File: src/rtl/icycle_seq_pkg.sv
package icycle_seq_pkg;
  localparam int CLS_W = 2;

  typedef enum logic [3:0] {
    ST_FMAR, ST_FINC, ST_FRD, ST_FIR, ST_DEC, ST_EVAL,
    ST_OPREG, ST_OPMEM, ST_EXEC, ST_WBREG, ST_WBMEM
  } state_e;

  typedef enum logic [CLS_W-1:0] {
    CL_ALU = 2'd0, CL_LOAD = 2'd1, CL_STORE = 2'd2, CL_JUMP = 2'd3
  } iclass_e;

  typedef struct packed {
    logic mar_pc;
    logic mar_ea;
    logic pc_inc;
    logic pc_jmp;
    logic mdr_mem;
    logic mdr_reg;
    logic ir_ld;
  } reg_ctl_t;
endpackage

File: src/rtl/icycle_seq_fsm.sv
module icycle_seq_fsm
  import icycle_seq_pkg::*;
(
  input  logic             clk_i,
  input  logic             rst_ni,
  input  logic             halt_i,
  input  logic             mem_ready_i,
  input  logic [CLS_W-1:0] class_i,
  output reg_ctl_t         ctl_o,
  output logic             mem_re_o,
  output logic             mem_we_o,
  output logic             opnd_ld_o,
  output logic             alu_en_o,
  output logic             rf_we_o,
  output logic             rf_wsel_o
);
  state_e  state_q, state_d;
  iclass_e cls_q;
  reg_ctl_t ctl;
  logic re, we, opnd, alu, rfw;

  always_comb begin
    state_d = state_q;
    ctl  = '0;
    re   = 1'b0;
    we   = 1'b0;
    opnd = 1'b0;
    alu  = 1'b0;
    rfw  = 1'b0;
    unique case (state_q)
      ST_FMAR: begin ctl.mar_pc = 1'b1; state_d = ST_FINC; end
      ST_FINC: begin ctl.pc_inc = 1'b1; state_d = ST_FRD; end
      ST_FRD: begin
        re = 1'b1;
        if (mem_ready_i) begin ctl.mdr_mem = 1'b1; state_d = ST_FIR; end
      end
      ST_FIR: begin ctl.ir_ld = 1'b1; state_d = ST_DEC; end
      ST_DEC: state_d = (iclass_e'(class_i) == CL_ALU) ? ST_OPREG : ST_EVAL;
      ST_EVAL: begin
        ctl.mar_ea = 1'b1;
        unique case (cls_q)
          CL_LOAD:  state_d = ST_OPMEM;
          CL_STORE: state_d = ST_OPREG;
          default:  state_d = ST_EXEC;
        endcase
      end
      ST_OPREG: begin
        opnd = 1'b1;
        if (cls_q == CL_STORE) begin ctl.mdr_reg = 1'b1; state_d = ST_WBMEM; end
        else state_d = ST_EXEC;
      end
      ST_OPMEM: begin
        re = 1'b1;
        if (mem_ready_i) begin ctl.mdr_mem = 1'b1; state_d = ST_WBREG; end
      end
      ST_EXEC: begin
        alu = 1'b1;
        if (cls_q == CL_JUMP) begin ctl.pc_jmp = 1'b1; state_d = ST_FMAR; end
        else state_d = ST_WBREG;
      end
      ST_WBREG: begin rfw = 1'b1; state_d = ST_FMAR; end
      ST_WBMEM: begin
        we = 1'b1;
        if (mem_ready_i) state_d = ST_FMAR;
      end
      default: state_d = ST_FMAR;
    endcase
    // halt freezes everything at the coming edge
    if (halt_i) begin
      state_d = state_q;
      ctl  = '0;
      re   = 1'b0;
      we   = 1'b0;
      opnd = 1'b0;
      alu  = 1'b0;
      rfw  = 1'b0;
    end
  end

  always_ff @(posedge clk_i or negedge rst_ni) begin
    if (!rst_ni) begin
      state_q <= ST_FMAR;
      cls_q   <= CL_ALU;
    end else begin
      state_q <= state_d;
      if (state_q == ST_DEC && !halt_i) cls_q <= iclass_e'(class_i);
    end
  end

  assign ctl_o     = ctl;
  assign mem_re_o  = re;
  assign mem_we_o  = we;
  assign opnd_ld_o = opnd;
  assign alu_en_o  = alu;
  assign rf_we_o   = rfw;
  assign rf_wsel_o = (cls_q == CL_LOAD);
endmodule

File: src/rtl/icycle_seq_regs.sv
module icycle_seq_regs
  import icycle_seq_pkg::*;
#(
  parameter int ADDR_W = 16,
  parameter int DATA_W = 16
) (
  input  logic              clk_i,
  input  logic              rst_ni,
  input  reg_ctl_t          ctl_i,
  input  logic [ADDR_W-1:0] ea_i,
  input  logic [DATA_W-1:0] mem_rdata_i,
  input  logic [DATA_W-1:0] rf_rdata_i,
  output logic [ADDR_W-1:0] pc_o,
  output logic [ADDR_W-1:0] mar_o,
  output logic [DATA_W-1:0] mdr_o,
  output logic [DATA_W-1:0] ir_o
);
  localparam logic [ADDR_W-1:0] PC_STEP = ADDR_W'(1);

  logic [ADDR_W-1:0] pc_q, mar_q;
  logic [DATA_W-1:0] mdr_q, ir_q;

  always_ff @(posedge clk_i or negedge rst_ni) begin
    if (!rst_ni) begin
      pc_q  <= '0;
      mar_q <= '0;
      mdr_q <= '0;
      ir_q  <= '0;
    end else begin
      if (ctl_i.pc_inc)      pc_q <= pc_q + PC_STEP;
      else if (ctl_i.pc_jmp) pc_q <= mar_q;  // jump target was staged in MAR
      if (ctl_i.mar_pc)      mar_q <= pc_q;
      else if (ctl_i.mar_ea) mar_q <= ea_i;
      if (ctl_i.mdr_mem)      mdr_q <= mem_rdata_i;
      else if (ctl_i.mdr_reg) mdr_q <= rf_rdata_i;
      if (ctl_i.ir_ld) ir_q <= mdr_q;
    end
  end

  assign pc_o  = pc_q;
  assign mar_o = mar_q;
  assign mdr_o = mdr_q;
  assign ir_o  = ir_q;
endmodule

File: src/rtl/icycle_seq.sv
module icycle_seq
  import icycle_seq_pkg::*;
#(
  parameter int ADDR_W = 16,
  parameter int DATA_W = 16
) (
  input  logic              clk_i,
  input  logic              rst_ni,
  input  logic              halt_i,
  output logic [ADDR_W-1:0] mem_addr_o,
  output logic [DATA_W-1:0] mem_wdata_o,
  output logic              mem_we_o,
  output logic              mem_re_o,
  input  logic [DATA_W-1:0] mem_rdata_i,
  input  logic              mem_ready_i,
  output logic [DATA_W-1:0] ir_o,
  input  logic [1:0]        class_i,
  input  logic [ADDR_W-1:0] ea_i,
  output logic [ADDR_W-1:0] pc_o,
  output logic [DATA_W-1:0] mdr_o,
  output logic              opnd_ld_o,
  input  logic [DATA_W-1:0] rf_rdata_i,
  output logic              alu_en_o,
  output logic              rf_we_o,
  output logic              rf_wsel_o
);
  reg_ctl_t          ctl;
  logic [DATA_W-1:0] mdr;

  icycle_seq_fsm u_fsm (
    .clk_i       (clk_i),
    .rst_ni      (rst_ni),
    .halt_i      (halt_i),
    .mem_ready_i (mem_ready_i),
    .class_i     (class_i),
    .ctl_o       (ctl),
    .mem_re_o    (mem_re_o),
    .mem_we_o    (mem_we_o),
    .opnd_ld_o   (opnd_ld_o),
    .alu_en_o    (alu_en_o),
    .rf_we_o     (rf_we_o),
    .rf_wsel_o   (rf_wsel_o)
  );

  icycle_seq_regs #(.ADDR_W(ADDR_W), .DATA_W(DATA_W)) u_regs (
    .clk_i       (clk_i),
    .rst_ni      (rst_ni),
    .ctl_i       (ctl),
    .ea_i        (ea_i),
    .mem_rdata_i (mem_rdata_i),
    .rf_rdata_i  (rf_rdata_i),
    .pc_o        (pc_o),
    .mar_o       (mem_addr_o),
    .mdr_o       (mdr),
    .ir_o        (ir_o)
  );

  assign mdr_o       = mdr;
  assign mem_wdata_o = mdr;
endmodule

File: config.mk
export PLATFORM = sky130hd
export DESIGN_NAME = icycle_seq
export DESIGN_NICKNAME = d
export VERILOG_FILES = /design/src/rtl/icycle_seq_pkg.sv /design/src/rtl/icycle_seq_fsm.sv /design/src/rtl/icycle_seq_regs.sv /design/src/rtl/icycle_seq.sv
export SDC_FILE = /design/constraint.sdc
export NUM_CORES = 1
export LEC_CHECK = 0
export CELL_PAD_IN_SITES_DETAIL_PLACEMENT = 1
export CELL_PAD_IN_SITES_GLOBAL_PLACEMENT = 2
export CORE_MARGIN = 2
export CORE_UTILIZATION = 30
export DETAILED_ROUTE_END_ITERATION = 10
export DONT_BUFFER_PORTS = 1
export PLACE_DENSITY = 0.65
export REMOVE_ABC_BUFFERS = 1
export SYNTH_ARGS = -nofsm -noshare
export SYNTH_HDL_FRONTEND = slang
export SYNTH_SLANG_ARGS = --single-unit
export TNS_END_PERCENT = 5
File: constraint.sdc
create_clock -name clk_i -period 2.1 [get_ports clk_i]
set_clock_uncertainty 0.05 [all_clocks]
set_input_delay 0.105 -clock clk_i [delete_from_list [all_inputs] [get_ports clk_i]]
set_output_delay 0.105 -clock clk_i [all_outputs]
set_load 0.03 [all_outputs]
==> key figures <==
Pwr
  – Reg power frac: 50.2%
  – Net Sw Power: 0.00369 W
  – Internal: 0.00379 W
  – Total Power: 0.00749 W
  – Comb pwr share: between 20% and 30%
  – Power density over the cells: ~1600 nW/um2
  – Sw frac: 49.3%
  – Clk pwr share: roughly a fifth
  – Leakage power: 2.21 nW
  – Worst vdd ir: 0.731 mV

Global routing
  – Initial antenna violation count: 0
  – First-pass GRT wire length: 17000 um
  – Grt ovf: 0
  – Largest net degree at the start of global routing: 71
  – Overall routing resource usage: 16.6%
  – Vias in the first global route: 3219

Setup path
  – CP Capture Type: register
  – Critical path fanouts, max: 10
  – Worst setup SP type: register
  – Crit path DAT: 2.11 ns
  – Setup Crit Path Kind: register to register
  – WP data required: ~2.3 ns
  – FF-to-FF path depth: 5
  – FF-to-FF setup slack: 0.15 ns
  – R2R Path End: u_regs.pc_o[15]
  – RR Startpoint: u_fsm.cls_q[1]

Finish
  – FF/Latch Area: 1750 um2
  – Fill cells: 1366
  – Synth-to-Final Area Change: 27.4%
  – # diodes: 0
  – Layout cell share with drive strength beyond 1: 13.8%
  – Nets: 483
  – Post-Layout Cell Count: 596
  – Multi-input logic area: 1730 um2

Clock network
  – Post-CTS setup buffers: 0
  – Clock Latency Late Sink: 0.33 ns
  – Clk buf depth: 2
  – Clk slew on worst S/H paths: 0.05 ns
  – Root Driver: clkbuf_16
  – H-tree levels: 3
  – TritonCTS clock tree: yes
  – Clk sinks: 70
  – CTS buffer count: 9

Logic synthesis
  – Post-synthesis sequential area ratio: 46.6%
  – Compound-gate portion of the synthesized area: roughly 14%
  – Post-synth top flop: dfrtp_1
  – Mapped Cells: between 300 and 400
  – Post-synth EDFFs: 0
  – Async SR Flop Fraction: 100%
  – Post-synthesis xor/xnor area fraction: 0.466%
  – Synth Area in Adders: 1.66%
  – Avg Inst Size Synth: 10.1 um2
  – Synth Register Bits: 70
  – Post-synthesis mux area share: between 10 and 15%
  – Simple-Gate Fraction of Synth Area: 15.6%
  – Largest family of logic cells by synthesized area: simple AND/OR/NAND/NOR gates
  – Synth Warn #: 0
  – Mapped Area: 3760 um2
  – Yosys cell types: 53

Drt
  – Via count: 3124
  – Routed WL per cell: roughly 18 um
  – Drt pass-1 iters: 4
  – DRC: 0
  – Routed vias/inst: 5.24
  – Final WL: 10800 um
  – Post-route ant nets: 0
  – Drt initial violations: between 100 and 150

Timing
  – Max Slew Vio Count: 0
  – Tightest Pin Transition: approximately 0.63 ns
  – Unrepaired setup endpoints after global routing: no
  – # setup viols final: 0
  – Hold_ws: approximately 0.084 ns
  – Crit share post-route: 92.7%
  – Slew headroom: 58.1%
  – Final hold violations: 0
  – Fmax achieved: ~500 MHz
  – Fin Setup TNS: 0 ns
  – Fin crit period: 1.95 ns

Placement
  – Post-DP HPWL: 7540 um
  – # placed instances: 528
  – Port-buffer cells: 0
  – Routability cong.: 0.753

Floorplanning
  – I/O pin count: 140
  – Core area: 12100 um2
  – Horiz. Die Dim: between 100 and 150 um
  – Die Height: approximately 120 um
  – Initial core utilization: a little over 30%
  – Die area: 13400 um2
  – FP Rows: 40

Run
  – # Max-Cap Violations: 0

Run status
  – Status: finished, final reports clean

Hold path
  – WHS Endpoint: u_fsm.state_q[1]
  – Worst hold stages: 4
  – Hold crit path type: input pin to register
  – Hold path startpoint: halt_i
power groups by stage:
| stage | clock, W | combinational (W) | sequential, W |
|---|---|---|---|
| after detailed placement | 0 | 0.00211 | 0.00379 |
| after global placement | 0 | 0.00204 | 0.00378 |
| after floorplan | 0 | 0.00125 | 0.00380 |
| final | 0.00151 | 0.00222 | 0.00376 |
| after CTS | 0.00156 | 0.00223 | 0.00377 |
| after global routing | 0.00163 | 0.00247 | 0.00387 |
how the worst max path moves through the flow:
stage | start | end | slack (ns) | depth (start not counted)
floorplan | u_fsm.state_q[0] | u_regs.pc_o[7] | 0.07 | 4
finish | u_fsm.cls_q[1] | u_regs.pc_o[15] | 0.15 | 5
global placement | u_fsm.cls_q[1] | u_regs.pc_o[2] | 0.15 | 5
global route | u_fsm.cls_q[1] | u_regs.pc_o[15] | 0.02 | 5
detailed placement | u_fsm.cls_q[1] | u_regs.pc_o[10] | 0.06 | 6
CTS | u_fsm.cls_q[1] | u_regs.pc_o[10] | 0.05 | 6
area by class of cell:
cell class / instances / area share [%]
inverter: 11 / 0.862
tap: 168 / 4.39
multi-input combinational: 252 / 36.2
clock buffer: 11 / 5.07
timing repair buffer: 80 / 15.9
clock inverter: 4 / 0.993
sequential: 70 / 36.6
Yosys cell counts, types with 2 or more instances:
library cell / n / area [um2]
a211oi_1: 4 / 30.0
a21oi_1: 7 / 35.0
a221o_1: 5 / 50.1
a22oi_1: 2 / 15.0
a311oi_1: 2 / 17.5
and2_1: 2 / 12.5
and3_1: 8 / 50.1
and4_1: 3 / 26.3
buf_2: 9 / 45.0
buf_4: 17 / 128
buf_6: 3 / 33.8
clkbuf_1: 11 / 41.3
dfrtp_1: 70 / 1750
ha_1: 5 / 62.6
inv_1: 10 / 37.5
mux2_1: 13 / 146
mux2_2: 5 / 56.3
mux2i_1: 33 / 330
nand2_1: 43 / 161
nand2b_1: 2 / 12.5
nand3_1: 6 / 30.0
nand4_1: 6 / 37.5
nor2_1: 13 / 48.8
nor2b_1: 2 / 12.5
nor3_1: 13 / 65.1
nor4_1: 4 / 25.0
o21ai_0: 16 / 80.1
o21ai_1: 22 / 110
o21ai_2: 2 / 17.5
o22ai_1: 7 / 43.8
o311ai_1: 2 / 17.5
o32ai_1: 2 / 17.5
or2_2: 2 / 12.5
or3b_1: 2 / 17.5
xnor2_1: 2 / 17.5
critical path, stage by stage, from the launching register on:
cell	delay, ns
dfrtp_1	0.38
ha_1	0.18
or3b_1	0.46
or2_1	0.41
a211oi_2	0.27
nor3_1	0.08
cells in the final DEF (no fill, tap or decap), types with 9 or more instances in the layout:
cell type,count
buf_4,26
mux2i_1,33
nor3_1,13
inv_1,10
dfrtp_1,70
dlygate4sd3_1,52
o21ai_1,22
mux2_1,13
o21ai_0,16
nand2_1,43
clkbuf_16,9
nor2_1,13
kinds of logic (layout without fill, tap and decap cells):
logic type	Yosys count	count (layout)
adder cells (fa/ha/maj)	5	5
multiplexers	51	51
buffers and inverters	51	106
XOR/XNOR	2	2
flip-flops	70	70
AO/OA/AOI/OAI	80	80
AND/OR/NAND/NOR	114	114
metrics by stage:
stage / utilization (%) / worst slack (ns) / cell area [um2]
2_1_floorplan: - / 0.0668 / 3510
3_3_place_gp: 32.5 / 0.154 / 3940
3_5_place_dp: 32.5 / 0.0600 / 3940
4_1_cts: 39.4 / 0.0517 / 4780
5_1_grt: 39.5 / 0.0204 / 4790
6_report: 39.5 / 0.154 / 4790
per-layer routing:
layer,up-vias,track usage [%],routed length (um)
li1,1438,-,-
met1,1549,19.1,4480
met2,127,27.8,5310
met3,10,7.64,911
met4,0,4.84,129
met5,-,0,0
flip-flops by register name, indices dropped and copies added (netlist names):
register,cells
u_regs.pc_o,16
u_regs.ir_o,16
u_fsm.cls_q,2
u_fsm.state_q,4
u_regs.mdr_o,16
u_regs.mar_o,16
what timing repair did:
| item | 4_1_cts | 5_1_grt |
|---|---|---|
| hold endpoints to repair | 108 | 0 |
| hold buffers | 53 | 0 |
| setup endpoints to repair | 0 | 7 |
| resized for setup | 0 | 1 |
Note: power is estimated with default switching activity, not from simulation.
